<file path="src/rtl/pdma_pkg.sv">
package pdma_pkg;
  typedef enum logic [1:0] {
    ST_IDLE = 2'd0,
    ST_HOLD = 2'd1,
    ST_FREE = 2'd2
  } stall_st_t;
endpackage

</file>
<file path="src/rtl/pdma_decode.sv">
module pdma_decode #(
  parameter int          ADDR_W    = 8,
  parameter int          TAG_W     = 4,
  parameter logic [3:0]  WIN_TAG   = 4'h2,
  parameter logic [7:0]  STAT_ADDR = 8'h30
) (
  input  logic              io_cycle,
  input  logic [ADDR_W-1:0] addr,
  input  logic              rd_n,
  input  logic              wr_n,
  output logic              win_acc,
  output logic              stat_rd
);
  localparam int TAG_LO = ADDR_W - TAG_W;

  logic tag_hit;
  logic strobe;

  always_comb begin
    tag_hit = (addr[ADDR_W-1:TAG_LO] == WIN_TAG[TAG_W-1:0]);
    strobe  = ~rd_n | ~wr_n;
    win_acc = io_cycle & tag_hit & strobe;
    stat_rd = io_cycle & ~rd_n & (addr == STAT_ADDR[ADDR_W-1:0]);
  end
endmodule

</file>
<file path="src/rtl/pdma_stall_ctrl.sv">
module pdma_stall_ctrl
  import pdma_pkg::*;
(
  input  logic clk,
  input  logic rst_n,
  input  logic win_acc,
  input  logic en_q,
  input  logic drq,
  input  logic irq,
  output logic ready_o,
  output logic int_end
);
  stall_st_t st_q, st_d;
  logic      armed;
  logic      release_now;

  always_comb begin
    armed       = win_acc & en_q & (st_q != ST_FREE);
    release_now = drq | irq;
    ready_o     = ~(armed & ~release_now);
    int_end     = armed & irq & ~drq;
  end

  always_comb begin
    st_d = st_q;
    unique case (st_q)
      ST_IDLE: if (win_acc) st_d = (!en_q || release_now) ? ST_FREE : ST_HOLD;
      ST_HOLD: if (!win_acc) st_d = ST_IDLE;
               else if (release_now) st_d = ST_FREE;
      ST_FREE: if (!win_acc) st_d = ST_IDLE;
      default: st_d = ST_IDLE;
    endcase
  end

  always_ff @(posedge clk or negedge rst_n) begin
    if (!rst_n) st_q <= ST_IDLE;
    else        st_q <= st_d;
  end

  // a released strobe never stalls again while enable holds
  a_r4_no_restall: assert property (@(posedge clk) disable iff (!rst_n)
    (win_acc && en_q && ready_o) |=> (!win_acc || !en_q || ready_o));

  // end of strobe clears the released state
  a_r9_idle_after_strobe: assert property (@(posedge clk) disable iff (!rst_n)
    (!win_acc) |=> (st_q == ST_IDLE));
endmodule

</file>
<file path="src/rtl/pdma_status.sv">
module pdma_status (
  input  logic clk,
  input  logic rst_n,
  input  logic int_end,
  input  logic stat_rd,
  output logic flag_q
);
  always_ff @(posedge clk or negedge rst_n) begin
    if (!rst_n)       flag_q <= 1'b0;
    else if (int_end) flag_q <= 1'b1;
    else if (stat_rd) flag_q <= 1'b0;
  end

  a_r6_flag_sets: assert property (@(posedge clk) disable iff (!rst_n)
    int_end |=> flag_q);

  a_r7_flag_clears: assert property (@(posedge clk) disable iff (!rst_n)
    (stat_rd && !int_end) |=> !flag_q);

  a_r7_flag_sticky: assert property (@(posedge clk) disable iff (!rst_n)
    (flag_q && !stat_rd) |=> flag_q);
endmodule

</file>
<file path="src/rtl/pdma_stall_unit.sv">
module pdma_stall_unit #(
  parameter int         ADDR_W    = 8,
  parameter int         TAG_W     = 4,
  parameter logic [3:0] WIN_TAG   = 4'h2,
  parameter logic [7:0] STAT_ADDR = 8'h30
) (
  input  logic              clk,
  input  logic              rst_n,
  input  logic              io_cycle,
  input  logic [ADDR_W-1:0] addr,
  input  logic              rd_n,
  input  logic              wr_n,
  input  logic              fdc_drq,
  input  logic              fdc_int,
  input  logic              wait_en,
  output logic              cpu_ready,
  output logic              fdc_ack_n,
  output logic              int_ended
);
  logic win_acc, stat_rd, en_q, ready_core, int_end;

  always_ff @(posedge clk or negedge rst_n) begin
    if (!rst_n) en_q <= 1'b0;
    else        en_q <= wait_en;
  end

  pdma_decode #(
    .ADDR_W(ADDR_W), .TAG_W(TAG_W), .WIN_TAG(WIN_TAG), .STAT_ADDR(STAT_ADDR)
  ) u_decode (
    .io_cycle(io_cycle), .addr(addr), .rd_n(rd_n), .wr_n(wr_n),
    .win_acc(win_acc), .stat_rd(stat_rd)
  );

  pdma_stall_ctrl u_ctrl (
    .clk(clk), .rst_n(rst_n), .win_acc(win_acc), .en_q(en_q),
    .drq(fdc_drq), .irq(fdc_int), .ready_o(ready_core), .int_end(int_end)
  );

  pdma_status u_status (
    .clk(clk), .rst_n(rst_n), .int_end(int_end), .stat_rd(stat_rd),
    .flag_q(int_ended)
  );

  always_comb begin
    cpu_ready = rst_n ? ready_core : 1'b1;
    fdc_ack_n = rst_n ? ~win_acc   : 1'b1;
  end

  // disabled insertion never stalls
  a_r8_disabled_no_wait: assert property (@(posedge clk) disable iff (!rst_n)
    (!en_q && !wait_en) |=> cpu_ready);

  // interrupt line opens the bus in the same cycle
  a_r5_int_releases: assert property (@(posedge clk) disable iff (!rst_n)
    fdc_int |-> cpu_ready);
endmodule

</file>
<file path="config.mk">
export PLATFORM = sky130hd
export DESIGN_NAME = pdma_stall_unit
export DESIGN_NICKNAME = d
export VERILOG_FILES = /design/src/rtl/pdma_pkg.sv /design/src/rtl/pdma_decode.sv /design/src/rtl/pdma_stall_ctrl.sv /design/src/rtl/pdma_status.sv /design/src/rtl/pdma_stall_unit.sv
export SDC_FILE = /design/constraint.sdc
export NUM_CORES = 1
export LEC_CHECK = 0
export ABC_AREA = 0
export BUFFER_PORTS_ARGS = -buffer_cell sky130_fd_sc_hd__buf_4
export CAP_MARGIN = 20
export CORE_AREA = 2 2 39 41
export CTS_CLUSTER_DIAMETER = 60
export DETAILED_ROUTE_END_ITERATION = 10
export DIE_AREA = 0 0 41 43
export PLACE_DENSITY = 0.52
export SLEW_MARGIN = 5
export SYNTH_ARGS = -nofsm -noshare
export SYNTH_HDL_FRONTEND = slang
export SYNTH_SLANG_ARGS = --single-unit
export TNS_END_PERCENT = 1
</file>
<file path="constraint.sdc">
create_clock -name clk -period 1.5 [get_ports clk]
set_clock_uncertainty 0.15 [all_clocks]
set_input_delay 0.15 -clock clk [delete_from_list [all_inputs] [get_ports clk]]
set_output_delay 0.15 -clock clk [all_outputs]
set_load 0.01 [all_outputs]
</file>
==> summary.md <==
| Metric | Value |
|---|---|
| Share of cells above drive strength 1 | 58.8% |
| Vias | 267 |
| Number of cell rows | 14 |
| Fillcell total | 153 |
| Clock-pin slew on the worst setup and hold paths | 0.04 ns |
| Status | finished with violations |
| PnR worst setup slack | -0.120 ns |
| Register area share after synthesis | 46.2% |
| Largest area contributor in the netlist | dfrtp_1 |
| Clk root buf | clkbuf_4 |
| Cell Count Post-Placement | 60 |
| Fin area | 459 um^2 |
| Final RePlAce weighted congestion | 0.609 |
| Grt total ovfl | 0 |
| Net Sw Frac | 20.1% |
| Critical Path End Type | output port |
| Pre-CTS setup slack | -0.177 ns |
| CP required | 1.20 ns |
| Crit-path most repeated cell | buf_4 |
| Largest net degree at the start of global routing | 5 |
| Post-placement cell area | 402 um^2 |
| Yosys synthesis warning count | 0 |
| Final nets | 69 |
| Commonest non-fill, non-tap cell in the layout | buf_4 |
| Worst VDD drop | 0.000313 V |
| Clock Path Buffers | 2 |
| Final core utilization | 33.2% |
| Vias in the first global route | 280 |
| Post-synthesis cell type count | 13 |
| Drt drc | 0 |
| Arrival @ worst endpoint | 1.32 ns |
| RSZ-0062 raised after global routing | true |
| Chip Height | 43 um |
| Syn Nets | 38 |
| Synth top area share | 46.2% |
| Critical-path top delay cell | or4_1 |
| Leakage | 0.224 nW |
| Vias/cell | 3.99 |
| Total of max-cap violations | 0 |
| Critical Path, Cell by Cell | buf_4 > nand4bb_1 > a211o_1 > or4_1 > buf_4 |
| Worst Hold Class | in2reg |
| Final Cycle Share | 108% |
| Max H-tree Level | 1 |
| Worst path max stage delay | 0.46 ns |
| Initial antenna violation count | 0 |
| Num CTS Buffers | 3 |
| Worst-path maximum fanout | 2 |
| First-pass GRT wire length | 1.01 mm |
| Actual slew at the worst max-slew pin | 0.300 ns |
| Psw | 0.0627 mW |
| Diode count | 0 |
| Internal power | 0.249 mW |
| Final Slew Violations | 0 |
| 1st-iter DRT viols | 2 |
| # IOs | 19 |
| Post-Syn Area | 216 um^2 |
| Avg Inst Size Synth | 9.84 um^2 |
| Post-DP HPWL | 507 um |
| Startpoint types | primary input |
| TritonCTS clock tree | yes |
| Finished Layout Cells | 67 |
| Final Critical Period | 1.62 ns |
| Synthesis-to-finish area growth | 112% |
| Worst setup path class | in2out |
| Final setup violation count | 2 |
| Routed WL | 614 um |
| Power share of the clock group | 41.2% |
| Hold slack | 0.00620 ns |
| Failing checks | negative setup slack |
| Port Buffer Count | 18 |
| Pre-Repair DR Iteration Count | 2 |
| Most frequent cells in the layout | 24 x buf_4, 4 x dfrtp_1, 3 x inv_1, 3 x nor2_1, 3 x clkbuf_4 |
| Full die area | 1760 um^2 |
| Post-Syn Instances | 22 |
| Ranking of synthesized cells by area | dfrtp_1 46%, o41ai_1 8.1%, or2_2 5.8% |
| Cts repair resizes | 0 |
| Clk sinks | 4 |
| Die Wd | 41 um |
| Post-DR wirelength/cell | 9.16 um |
| Total Routing Usage GR | 8.70% |
| Comb pwr share | 21.4% |
| Yosys reg bits | 4 |
| Hold Violations, Final | 0 |
| Sequential share of power | 37.3% |
| Final ANT Viol Nets | 0 |
| Placeable Area | 1380 um^2 |
| Cell area power density | 679 nW/um^2 |
| Top achievable clock speed | 617 MHz |
| Initial core utilization | 15.6% |
| Slew HR | 79.8% |
| Worst-skew pair later-pin latency | 0.23 ns |
==> layout make-up <==
| type | instances | area, um^2 | share of cell area, % |
|---|---|---|---|
| timing repair buffer | 26 | 200 | 43.6 |
| sequential | 4 | 100 | 21.8 |
| multi-input combinational | 15 | 105 | 22.9 |
| inverter | 3 | 11.3 | 2.45 |
| tap | 16 | 20.0 | 4.36 |
| clock buffer | 3 | 22.5 | 4.90 |
==> routing by layer <==
| metal | global-route usage (%) | routed length, um |
|---|---|---|
| met1 | 10.2 | 250 |
| met2 | 12.5 | 316 |
| met3 | 1.57 | 47 |
| met4 | 8.00 | 0 |
| met5 | 0 | 0 |
==> flip-flops by register name (all words and copies together), names as in the netlist <==
name and count:
u_status.flag_q 1, en_q 1, u_ctrl.st_q 2
==> power groups by stage <==
| stage | clock [mW] | combinational (mW) | sequential (mW) |
|---|---|---|---|
| after detailed placement | 0 | 0.0622 | 0.118 |
| after floorplan | 0 | 0.0133 | 0.119 |
| after global routing | 0.141 | 0.0740 | 0.117 |
| final | 0.129 | 0.0668 | 0.116 |
| after CTS | 0.138 | 0.0679 | 0.116 |
| after global placement | 0 | 0.0623 | 0.118 |
==> critical path, delay by kind of cell <==
kind | cells | cell delay [ns]
buf+inv | 2 | 0.26
simple gates | 2 | 0.65
compound gates | 1 | 0.25
==> cell usage after synthesis, drive strengths merged <==
| library cell | count |
|---|---|
| dfrtp | 4 |
| inv | 3 |
| nor2 | 3 |
| o41ai | 2 |
| or2 | 2 |
| a211o | 1 |
| a21oi | 1 |
| nand4bb | 1 |
| nor4 | 1 |
| o21ai | 1 |
| o21ba | 1 |
| or4 | 1 |
| or4b | 1 |
==> repair_timing <==
| item | in CTS | in global routing |
|---|---|---|
| hold buffers | 2 | 0 |
| hold endpoints to repair | 5 | 0 |
| setup endpoints to repair | 2 | 2 |
| pin swaps | 2 | 0 |
| setup buffers | 2 | 0 |
==> final timing paths <==
kind | from | to | slack (ns) | cells past startpoint
max | addr[7] | cpu_ready | -0.12 | 5
min | addr[2] | u_status.flag_q | 0.006 | 3
max reg2reg | u_ctrl.st_q[1] | u_ctrl.st_q[0] | 0.46 | 2
min reg2reg | u_status.flag_q | u_status.flag_q | 0.36 | 2
max in group asynchronous | rst_n | u_ctrl.st_q[0] | 0.89 | 2
min in group asynchronous | rst_n | en_q | 0.14 | 2
==> metrics by stage <==
step	power, mW	TNS (ns)
finish	0.312	-0.173
global route	0.331	-0.335
CTS	0.322	-0.194
detailed placement	0.180	-0.288
global placement	0.180	-0.303
floorplan	0.132	0
==> kinds of logic (layout without fill, tap and decap cells) <==
logic type	count (synthesis)	after routing	share of synthesized area, %
simple gates	9	9	27.2
buf+inv	3	32	5.20
flops	4	4	46.2
compound gates	6	6	21.4
Note: power is estimated with default switching activity, not from simulation.
